$ cat config.mk
export PLATFORM = sky130hd
export DESIGN_NAME = usb_in_evt
export DESIGN_NICKNAME = d
export VERILOG_FILES = /design/src/rtl/usb_in_evt.sv
export SDC_FILE = /design/constraint.sdc
export NUM_CORES = 1
export LEC_CHECK = 0
export ABC_AREA = 0
export BUFFER_PORTS_ARGS = -buffer_cell sky130_fd_sc_hd__buf_4
export CORE_ASPECT_RATIO = 0.5
export CORE_UTILIZATION = 34
export DETAILED_ROUTE_END_ITERATION = 7
export PLACE_DENSITY = 0.74
export REMOVE_ABC_BUFFERS = 1
export SKIP_CTS_REPAIR_TIMING = 1
export SLEW_MARGIN = 20
export SYNTH_ARGS = -nofsm -noshare
export SYNTH_HDL_FRONTEND = slang
export SYNTH_SLANG_ARGS = --single-unit
$ cat constraint.sdc
create_clock -name clk -period 1.9 [get_ports clk]
set_input_delay 0.475 -clock clk [delete_from_list [all_inputs] [get_ports clk]]
set_output_delay 0.475 -clock clk [all_outputs]
set_load 0.1 [all_outputs]
$ cat src/rtl/usb_in_evt.sv
module usb_in_evt #(
  parameter int NUM_EP = 4,
  parameter logic [NUM_EP-1:0] ISO_MASK  = 4'b1000,
  parameter logic [NUM_EP-1:0] INTR_MASK = 4'b0100,
  localparam int EPW = (NUM_EP > 1) ? $clog2(NUM_EP) : 1
) (
  input  logic           clk,
  input  logic           rst_n,
  input  logic           tok_valid,
  input  logic [EPW-1:0] tok_ep,
  input  logic           ack_valid,
  input  logic [EPW-1:0] ack_ep,
  input  logic           sof,
  input  logic           reg_we,
  input  logic [7:0]     reg_addr,
  input  logic [31:0]    reg_wdata,
  output logic [31:0]    reg_rdata,
  output logic           resp_valid,
  output logic [1:0]     resp_kind
);
  localparam logic [NUM_EP-1:0] ISO = ISO_MASK & ~NUM_EP'(1);
  localparam logic [1:0] K_DATA = 2'd1, K_NAK = 2'd2, K_ZLP = 2'd3;

  logic [NUM_EP-1:0] ep_flag, bufv, sent, nak_ok;
  logic              frm_flag;
  logic [2:0]        nak_en;

  logic [NUM_EP-1:0] tok_oh, ack_oh, clr, bset, iso_send, nak_hit, ep_set;
  logic              wr_stat, wr_nak, wr_buf;

  assign tok_oh  = tok_valid ? (NUM_EP'(1) << tok_ep) : '0;
  assign ack_oh  = ack_valid ? (NUM_EP'(1) << ack_ep) : '0;
  assign wr_stat = reg_we && reg_addr[7:2] == 6'd0;
  assign wr_nak  = reg_we && reg_addr[7:2] == 6'd1;
  assign wr_buf  = reg_we && reg_addr[7:2] == 6'd2;
  assign clr     = wr_stat ? reg_wdata[NUM_EP-1:0] : '0;
  assign bset    = wr_buf  ? reg_wdata[NUM_EP-1:0] : '0;

  for (genvar i = 0; i < NUM_EP; i++) begin : g_type
    if (i == 0)             assign nak_ok[i] = nak_en[0];
    else if (INTR_MASK[i])  assign nak_ok[i] = nak_en[2];
    else                    assign nak_ok[i] = nak_en[1];
  end

  assign iso_send = tok_oh & ISO & bufv & ~sent;
  assign nak_hit  = tok_oh & ~ISO & ~bufv;
  assign ep_set   = (ack_oh & ~ISO) | (nak_hit & nak_ok);

  always_ff @(posedge clk) begin
    if (!rst_n) begin
      ep_flag    <= '0;
      bufv       <= '0;
      sent       <= '0;
      frm_flag   <= 1'b0;
      nak_en     <= '0;
      resp_valid <= 1'b0;
      resp_kind  <= '0;
    end else begin
      ep_flag  <= (ep_flag & ~clr) | ep_set;
      bufv     <= (bufv & ~((ack_oh & ~ISO) | iso_send)) | bset;
      sent     <= sof ? '0 : (sent | iso_send);
      frm_flag <= (frm_flag & ~(wr_stat & reg_wdata[31])) | sof;
      if (wr_nak) nak_en <= reg_wdata[2:0];
      resp_valid <= tok_valid;
      if (tok_valid) begin
        if (ISO[tok_ep]) resp_kind <= (|iso_send) ? K_DATA : K_ZLP;
        else             resp_kind <= (|(tok_oh & bufv)) ? K_DATA : K_NAK;
      end
    end
  end

  always_comb begin
    case (reg_addr[7:2])
      6'd0:    reg_rdata = {frm_flag, 31'(ep_flag)};
      6'd1:    reg_rdata = {29'd0, nak_en};
      6'd2:    reg_rdata = 32'(bufv);
      default: reg_rdata = 32'hDEADABBA;
    endcase
  end
endmodule


Yosys cells after proc, flatten, opt, wreduce, memory -nomap -nowiden. Index checks and enable logic that the tools add are counted.

Logic and storage cells: 50. Register bits: 19. Bits of input ports: 50.

$lt $le $gt $ge: 1. Bitwise operators: 21. Equality and inequality tests: 2. Mux-type cells: 10. Shift operators: 2. Reduce and logical (&&, ||, !) cells: 7.

Operators by type and width (count): 32-bit one-hot mux with 3 select lines (1); 4-bit bitwise AND (6); 4-bit inverter (4); 4-bit 2-to-1 mux (3); 4-bit OR (3); 3-bit by 4-bit OR with 4-bit output (2); 4-bit OR reduction (2); 6-bit by 1-bit == test with 1-bit output (second input constant) (1); 6-bit by 2-bit == test with 1-bit output (second input constant) (1); 6-bit zero test (1); 2-bit 2-to-1 mux (3); 3-bit by 4-bit bitwise AND with 4-bit output (1); 1-bit by 2-bit left shift with 4-bit output (first input constant) (1); 1-bit logical AND (3); 2-bit by 3-bit < comparator with 1-bit output (second input constant) (1); 3-bit 2-to-1 mux (1); 1-bit by 2-bit left shift with 3-bit output (first input constant) (1); 1-bit bitwise AND (2); 1-bit binary-select mux with 2-bit select (1); 1-bit inverter (2); 2-bit OR reduction (1); 1-bit 2-to-1 mux (1); 1-bit OR (1).

Longest topological paths before layout. Gate-level depths: netlist of run 1.

Depth after elaboration: 8. Gate-level depth with buffers: 4. Gate-level depth less buffers: 3.

Least setup slack after synthesis of run 1. OpenSTA, ideal clock, no wires.

Path kind: in2out. From: input port reg_addr[7]. To: output port reg_rdata[31]. Required time: 1.425 ns. Stages on the path: 3. Arrival: 2.444 ns. Path slack: -1.019 ns. Path through: nor4_4 -> nand2_1 -> a21o_1.

Word-level cells in the longest chain between the ends: 2. Elaborated cells between the ends (all ways): 4. Those cells by class: eq/ne: 2; mux: 1; reduce/logical: 1.

Ends and longest elaborated chain: start: declaration (line 15) `input logic [7:0] reg_addr,`; 6-bit by 2-bit == test with 1-bit output (tied with other cells) (line 73) `case (reg_addr[7:2])`; 32-bit one-hot mux with 3 select lines (*) (line 73); end: declaration (line 17) `output logic [31:0] reg_rdata,`.

Mark *: on every way between the ends. The rest lies on a longest branch, timed or not.

Worst setup path after layout of run 1.
From: input port reg_addr[4]. To: output port reg_rdata[31].

Same word-level chain as after synthesis.

==> results of run 1 <==
==> registers in the layout, indices dropped and copies added, names as in the netlist <==
signal / flops
frm_flag: 1
sent: 1
bufv: 4
nak_en: 3
resp_kind: 2
resp_valid: 1
ep_flag: 4
==> cell usage in the layout (no fill, tap or decap), types with 3 or more instances in the layout <==
cell	count
o21ai_0	5
nor2b_1	3
a32o_1	3
a41oi_1	3
clkbuf_8	4
conb_1	9
mux2i_1	5
buf_12	3
buf_6	12
inv_1	6
nand2_1	12
nand2b_1	3
a21oi_1	3
dfxtp_1	16
buf_4	35
==> through the flow <==
stage | cells | setup TNS (ns) | hold WS, ns
final | 196 | -0.354 | 0.406
after global routing | 196 | -1.09 | 0.392
after CTS | 193 | -0.478 | 0.402
after detailed placement | 189 | -0.476 | 0.436
after global placement | 189 | -0.453 | 0.422
after floorplan | 102 | -201.76 | 0.412
==> cell families after synthesis <==
| group | count (synthesis) |
|---|---|
| buffers and inverters | 38 |
| and+or+nand+nor | 37 |
| AOI/OAI and AO/OA | 29 |
| DFF | 16 |
| muxes | 5 |
| other | 1 |
==> worst reg2reg max path, cell delays in order (launching register included) <==
cell and delay, ns:
dfxtp_1 0.35, a21oi_1 0.15, o221ai_1 0.15, o21ba_2 0.22
==> worst max path at each step <==
stage	from	end	depth (start not counted)
3_3_place_gp	reg_addr[7]	reg_rdata[2]	4
4_1_cts	reg_addr[7]	reg_rdata[0]	4
5_1_grt	reg_addr[4]	reg_rdata[31]	6
6_report	reg_addr[4]	reg_rdata[31]	6
2_1_floorplan	reg_addr[7]	reg_rdata[31]	3
3_5_place_dp	reg_addr[7]	reg_rdata[0]	4
==> final cells by class <==
class	count	area share
Clock buffer	4	0.0373
Inverter	6	0.0153
Multi-Input combinational cell	80	0.372
Tap cell	37	0.0314
Timing Repair Buffer	53	0.327
Sequential cell	16	0.217
==> metal layers <==
metal,vias up,track usage
li1,475,-
met1,457,0.196
met2,29,0.265
met3,0,0.0396
met4,0,0.0214
met5,-,0
==> where the power goes <==
part,internal [mW],total (mW),switching [mW]
clock network,0.184,0.309,0.126
registers,0.345,0.350,0.00459
logic,0.0799,0.327,0.247
total,0.609,0.986,0.377
==> run_results.csv, run 1 <==
group,metric,value,unit
run_status,status,"finished with violations",
run_status,violations,"negative setup slack",
setup_path,worstPathArrival,1.50,ns
logic_synthesis,async_flop_share,0,
setup_path,cp-end-kind,"output pin",
grt,grt_pass1_vias,838,
logic_synthesis,yosys.area.top_type,"dfxtp_1",
sta,final_hold_viol_count,0,
route,viasPerCell,4.90,
logic_synthesis,synth.yosys.warnings,0,
layout,regArea,320,um^2
floorplanning,initial_utilization,0.386,
clock_tree,cts_buffers,3,
floorplanning,core-area,2780,um^2
setup_path,rr_startpoint,"bufv[1]",
setup_path,required,1.42,ns
route,drcViolationCount,0,
sta,timing.final.ws_setup,-0.0709,ns
logic_synthesis,synth_top_flop_cell,"dfxtp_1",
sta,slew_viol_final,0,
logic_synthesis,synth_edf_count,0,
sta,finalSetupViolCount,12,
grt,antenna_found_initial,0,
logic_synthesis,syn_avg_cell_area,8.51,um^2
route,routed_wl,2.76,mm
layout,finish.utilization,0.531,
logic_synthesis,synth-simple-area-share,0.217,
setup_path,worstPathMaxFanout,5,
route,wl_met2,1.36,mm
route,top_layer,"met3",
place,dp_hpwl,2.01,mm
run,maxCapViolCount,0,
layout,nFillCells,247,
route,drtAntennaViolNets,0,
route,num_vias,961,
clock_tree,clk_latency,0.25,ns
clock_tree,cts_sinks,16,
setup_path,r2r_slack,0.94,ns
route,wl_per_cell,14.1,um
pwr,leakage,0.632,nW
route,drt-pass1-iter-count,4,
hold_path,hold_start,"reg_wdata[3]",
logic_synthesis,synthCells,126,
floorplanning,dieWidth,81.4,um
setup_path,cp_num_buf_inv,3,
logic_synthesis,yosysSeqAreaShare,0.299,
grt,grt_max_degree,21,
route,wirelength_met1,1.27,mm
clock_tree,htree_levels,1,
place,pre_cts_slack,-0.176,ns
setup_path,crit_slowest_cell,"nor4_4",
logic_synthesis,synthTopCellsByArea,"dfxtp_1 (30%), buf_4 (20%), mux2i_1 (4.7%), nand2_1 (4.6%), a32o_1 (2.8%)",
logic_synthesis,synth-seq-cells,16,
floorplanning,die_h,41.7,um
logic_synthesis,yosysTopAreaCellShare,0.299,
route,dr.first_iter.drc_count,35,
floorplanning,boundaryPins,85,
clock_tree,cts.clk_slew.worst_paths,0.07,ns
setup_path,critPathKind,"input pin to output pin",
layout,synthToLayoutAreaGrowth,37.7,%
setup_path,path_cells,"buf_8 > nor4_4 > nand2_2 > buf_6 > a21o_1 > buf_12",
logic_synthesis,ys_types,39,
sta,finalCritPeriodShare,1.04,
place,portBuffers,46,
sta,period_needed,1.97,ns
hold_path,min_path_type,"input pin to flop",
sta,rsz0062_at_grt,"true",
grt,gr-usage-all-layers,0.154,
hold_path,min_path_cells,2,
logic_synthesis,synthesis.area,1070,um^2
route,wl_met3,121,um
logic_synthesis,muxShareOfSynthArea,0.0467,
setup_path,slowest_delay,0.29,ns
pwr,power,986,uW
clock_tree,clockRootBuffer,"clkbuf_8",
pwr,max-vdd-ir-drop,0.315,mV
setup_path,r2r_cells,3,
pwr,power_density,668,nW/um^2
logic_synthesis,synthTopCellsByCount,"buf_4 (28), dfxtp_1 (16), nand2_1 (13)",
floorplanning,dieArea,3400,um^2
layout,stdcell_area,1480,um^2
layout,drive_gt1_frac,0.403,
sta,fin_skew,0.00196,ns
logic_synthesis,synthAdderAreaFrac,0,
logic_synthesis,synth-xor-area-share,0,
clock_tree,cts_tree,"done",
setup_path,critPathTopFamily,"buffers and inverters",
layout,layout.nets,210,
logic_synthesis,synth_compound_area_frac,0.201,
clock_tree,clk_path_buf_depth,2,
place,place_area,1300,um^2
hold_path,whs_endpoint,"ep_flag[3]",
setup_path,crit_path_start_kind,"input pin",
grt,grt_remaining_overflow,0,
layout,diodes,0,
logic_synthesis,synth_top_family_by_area,"buffers and inverters",
sta,fmaxAchievable,507,MHz
floorplanning,rows,13,
layout,multi_input_area,549,um^2
grt,grt_pass1_wl,4.03,mm
logic_synthesis,synth.most_common_cell,"buf_4",
place,gp_congestion,0.769,
setup_path,r2r-end,"resp_kind[0]",
No activity file was read; power rests on OpenSTA's default activity.
==> run 2, diff against run 1 <==
==> constraint.sdc (replaced) <==
create_clock -name clk -period 1.9 [get_ports clk]
set_input_delay 0.38 -clock clk [delete_from_list [all_inputs] [get_ports clk]]
set_output_delay 0.38 -clock clk [all_outputs]
set_load 0.1 [all_outputs]
==> run_results.csv, run 2 (synthesized netlist as in run 1, its figures left out) <==
group,metric,value,unit
floorplanning,boundaryPins,85,
sta,rsz0062_at_grt,"false",
layout,layout_commonest_cell,"buf_4",
sta,slew_viol_final,0,
setup_path,cpMostUsedCell,"buf_4",
hold_path,whs_endpoint,"ep_flag[3]",
hold_path,min_path_cells,2,
grt,use_met1,0.200,
route,drtAntennaViolNets,0,
sta,fmaxAchievable,535,MHz
setup_path,worstPathMaxFanout,3,
layout,top_regs,"bufv: 4 flops, ep_flag: 4 flops, nak_en: 3 flops",
clock_tree,cts.clk_slew.worst_paths,0.06,ns
layout,synthToLayoutAreaGrowth,25.7,%
sta,final_hold_viol_count,0,
pwr,power,972,uW
sta,finalSetupViolCount,0,
setup_path,cp_num_buf_inv,2,
setup_path,critPathKind,"input pin to output pin",
sta,setup_tns,0,ns
route,viasPerCell,5.07,
floorplanning,dieWidth,81.4,um
layout,layout.nets,206,
floorplanning,rows,13,
layout,drive_gt1_frac,0.368,
route,wl_per_cell,13.1,um
floorplanning,core-area,2780,um^2
route,routed_wl,2.51,mm
setup_path,crit_slowest_cell,"or4_4",
grt,grt_pass1_vias,870,
route,num_vias,974,
floorplanning,initial_utilization,0.386,
place,dpl.cell_count,188,
sta,fin_skew,0.00267,ns
place,gp_congestion,0.776,
sta,period_needed,1.87,ns
setup_path,crit_path_start_kind,"input pin",
layout,layout_common_cells,"buf_4 (48), dfxtp_1 (16), nand2_1 (13)",
clock_tree,cts_sinks,16,
setup_path,rr_startpoint,"bufv[1]",
setup_path,slowest_delay,0.57,ns
setup_path,r2r_slack,0.94,ns
grt,gr-usage-all-layers,0.159,
setup_path,worstPathArrival,1.49,ns
hold_path,hold_start,"reg_wdata[3]",
floorplanning,die_h,41.7,um
pwr,power_density,721,nW/um^2
grt,grt_max_degree,21,
setup_path,path_cells,"buf_4 > or4_4 > nor2_1 > buf_4",
grt,gr-usage-met2,0.258,
grt,grt.busiest_layer,"met2",
place,portBuffers,46,
sta,finalCritPeriodShare,0.983,
clock_tree,cts_buffers,3,
pwr,max-vdd-ir-drop,0.393,mV
setup_path,r2r_cells,3,
grt,antenna_found_initial,0,
layout,final_cell_count_no_fill,192,
clock_tree,clk_latency,0.25,ns
clock_tree,htree_levels,1,
place,pre_cts_slack,0.00803,ns
run,maxCapViolCount,0,
route,drcViolationCount,0,
clock_tree,cts_tree,"done",
pwr,leakage,0.583,nW
hold_path,min_path_type,"input pin to flop",
clock_tree,clockRootBuffer,"clkbuf_8",
route,drt-pass1-iter-count,4,
place,dp_hpwl,1.82,mm
grt,grt_remaining_overflow,0,
floorplanning,dieArea,3400,um^2
route,dr.first_iter.drc_count,91,
setup_path,critPathTopFamily,"simple AND/OR/NAND/NOR gates",
setup_path,r2r-end,"resp_kind[0]",
grt,grt_pass1_wl,4.11,mm
setup_path,required,1.52,ns
sta,timing.final.ws_setup,0.0315,ns
run_status,status,"completed",
grt,use_met3,0.0396,
layout,diodes,0,
setup_path,cp-end-kind,"output pin",
clock_tree,clk_path_buf_depth,2,
[run 2: routing by layer]
metal  vias up  routed length (um)
li1        469                   -
met1       469                1120
met2        29                1230
met3         7                 118
met4         0                  44
met5         -                   0
[run 2: worst max-delay path by stage]
| stage | endpoint | depth (start not counted) | slack, ns | from |
|---|---|---|---|---|
| 2_1_floorplan | reg_rdata[31] | 3 | -11.72 | reg_addr[7] |
| 3_3_place_gp | reg_rdata[0] | 4 | 0.02 | reg_addr[7] |
| 5_1_grt | reg_rdata[2] | 4 | 0.002 | reg_addr[7] |
| 4_1_cts | reg_rdata[2] | 4 | 0.007 | reg_addr[7] |
| 3_5_place_dp | reg_rdata[2] | 4 | 0.008 | reg_addr[7] |
| 6_report | reg_rdata[0] | 4 | 0.03 | reg_addr[7] |
[run 2: report_power, final]
part	leakage [nW]	switching, mW	internal, mW	total, mW
combinational	0.424	0.243	0.0700	0.313
sequential	0.130	0.00486	0.345	0.350
clock	0.0288	0.125	0.184	0.309
[run 2: cell type report]
class	instances	area [um^2]
Clock buffer	4	55.1
Fill cell	261	1430
Inverter	6	22.5
Sequential cell	16	320
Multi-Input combinational cell	80	532
Tap cell	37	46.3
Timing Repair Buffer	49	372
[run 2: through the flow]
step                      cell area [um^2]  hold slack, ns   util
final                                 1350           0.297  0.484
after global routing                  1350           0.299  0.484
after CTS                             1340           0.298  0.483
after detailed placement              1290           0.424  0.463
after global placement                1290           0.420  0.463
after floorplan                        875           0.412      -
==> run 3, diff against run 2 <==
--- a/config.mk
+++ b/config.mk
@@ -7,7 +7,7 @@
 export LEC_CHECK = 0
 export ABC_AREA = 0
 export BUFFER_PORTS_ARGS = -buffer_cell sky130_fd_sc_hd__buf_4
-export CORE_ASPECT_RATIO = 0.5
+export CORE_ASPECT_RATIO = 1.25
 export CORE_UTILIZATION = 34
 export DETAILED_ROUTE_END_ITERATION = 7
 export PLACE_DENSITY = 0.74
==> run_results.csv, run 3 (synthesized netlist as in run 1, its figures left out) <==
group,metric,value,unit
route,num_vias,949,
route,dr.first_iter.drc_count,30,
setup_path,worstPathArrival,1.48,ns
clock_tree,clk_latency,0.27,ns
sta,finalCritPeriodShare,0.978,
grt,antenna_found_initial,0,
hold_path,hold_start,"reg_wdata[31]",
floorplanning,boundaryPins,85,
hold_path,whs_endpoint,"frm_flag",
setup_path,critPathTopFamily,"simple AND/OR/NAND/NOR gates",
place,dpl.cell_count,188,
sta,finalSetupViolCount,0,
clock_tree,cts_buffers,3,
route,drt-pass1-iter-count,4,
place,place_area,1290,um^2
floorplanning,die_h,64.8,um
layout,layout_commonest_cell,"buf_4",
clock_tree,cts_sinks,16,
layout,drive_gt1_frac,0.368,
sta,final_hold_viol_count,0,
grt,grt_remaining_overflow,0,
sta,fin_skew,0.000347,ns
setup_path,path_cells,"buf_4 > or4_4 > nor2_1 > buf_4",
floorplanning,core-area,2970,um^2
setup_path,crit_path_start_kind,"input pin",
setup_path,critPathKind,"input pin to output pin",
setup_path,crit_slowest_cell,"or4_4",
layout,final_cell_count_no_fill,191,
floorplanning,rows,22,
run,maxCapViolCount,0,
sta,slew_viol_final,0,
route,drcViolationCount,0,
setup_path,worstPathMaxFanout,3,
pwr,max-vdd-ir-drop,0.344,mV
setup_path,r2r_slack,0.93,ns
clock_tree,htree_levels,1,
grt,gr-usage-all-layers,0.149,
grt,grt_max_degree,21,
setup_path,r2r-end,"resp_kind[0]",
layout,synthToLayoutAreaGrowth,22.9,%
layout,stdcell_area,1320,um^2
clock_tree,clockRootBuffer,"clkbuf_4",
pwr,power_density,630,nW/um^2
setup_path,rr_startpoint,"bufv[1]",
sta,rsz0062_at_grt,"false",
hold_path,min_path_type,"input pin to flop",
sta,period_needed,1.86,ns
hold_path,min_path_cells,2,
clock_tree,cts.clk_slew.worst_paths,0.08,ns
setup_path,r2r_cells,3,
layout,top_regs,"bufv: 4 flops, ep_flag: 4 flops, nak_en: 3 flops",
route,viasPerCell,4.97,
sta,setup_tns,0,ns
floorplanning,initial_utilization,0.361,
pwr,leakage,0.572,nW
sta,fmaxAchievable,538,MHz
layout,layout.nets,207,
place,portBuffers,46,
grt,grt_pass1_vias,897,
layout,diodes,0,
setup_path,required,1.52,ns
place,gp_congestion,0.822,
clock_tree,cts_tree,"done",
layout,layout_common_cells,"buf_4 (50), dfxtp_1 (16), nand2_1 (13)",
route,routed_wl,2.48,mm
setup_path,cp_num_buf_inv,2,
setup_path,slowest_delay,0.54,ns
clock_tree,clk_path_buf_depth,2,
floorplanning,dieArea,3380,um^2
setup_path,cp-end-kind,"output pin",
floorplanning,dieWidth,52.2,um
run_status,status,"completed",
place,dp_hpwl,1.91,mm
setup_path,cpMostUsedCell,"buf_4",
route,wl_per_cell,13.0,um
grt,grt_pass1_wl,3.82,mm
route,drtAntennaViolNets,0,
## run 3: cell type report
type	count	area [um^2]
Tap cell	36	45.0
Fill cell	307	1660
Sequential cell	16	320
Timing Repair Buffer	50	375
Clock buffer	3	22.5
Inverter	6	22.5
Multi-Input combinational cell	80	532
## run 3: worst max-delay path by stage
| stage | cells past startpoint | endpoint | slack [ns] | from |
|---|---|---|---|---|
| 4_1_cts | 4 | reg_rdata[0] | 0.05 | reg_addr[7] |
| 5_1_grt | 4 | reg_rdata[0] | 0.02 | reg_addr[7] |
| 2_1_floorplan | 3 | reg_rdata[31] | -11.72 | reg_addr[7] |
| 3_3_place_gp | 4 | reg_rdata[0] | 0.07 | reg_addr[7] |
| 3_5_place_dp | 4 | reg_rdata[0] | 0.05 | reg_addr[7] |
| 6_report | 4 | reg_rdata[0] | 0.04 | reg_addr[7] |
## run 3: metal layers
layer / up-vias / track usage / wire length [um]
li1: 469 / - / -
met1: 435 / 0.180 / 1030
met2: 41 / 0.253 / 1270
met3: 4 / 0.0211 / 132
met4: 0 / 0.0691 / 48
met5: - / 0 / 0
## run 3: power by group
group	total (mW)	leakage, nW	internal, mW	switching, mW
sequential	0.349	0.130	0.345	0.00463
clock	0.166	0.0138	0.0733	0.0930
combinational	0.315	0.428	0.0706	0.244
## run 3: through the flow
| stage | setup slack (ns) | util | hold slack (ns) | power, mW |
|---|---|---|---|---|
| 2_1_floorplan | -11.72 | - | 0.412 | 0.579 |
| 3_3_place_gp | 0.0712 | 0.436 | 0.420 | 0.667 |
| 3_5_place_dp | 0.0494 | 0.436 | 0.433 | 0.671 |
| 4_1_cts | 0.0461 | 0.443 | 0.280 | 0.832 |
| 5_1_grt | 0.0201 | 0.443 | 0.267 | 0.862 |
| 6_report | 0.0418 | 0.443 | 0.278 | 0.830 |
## run 3: worst register-to-register path, delay by kind of cell (launching register included)
kind | cells | cell delay, ns
compound gates | 3 | 0.53
flops | 1 | 0.34
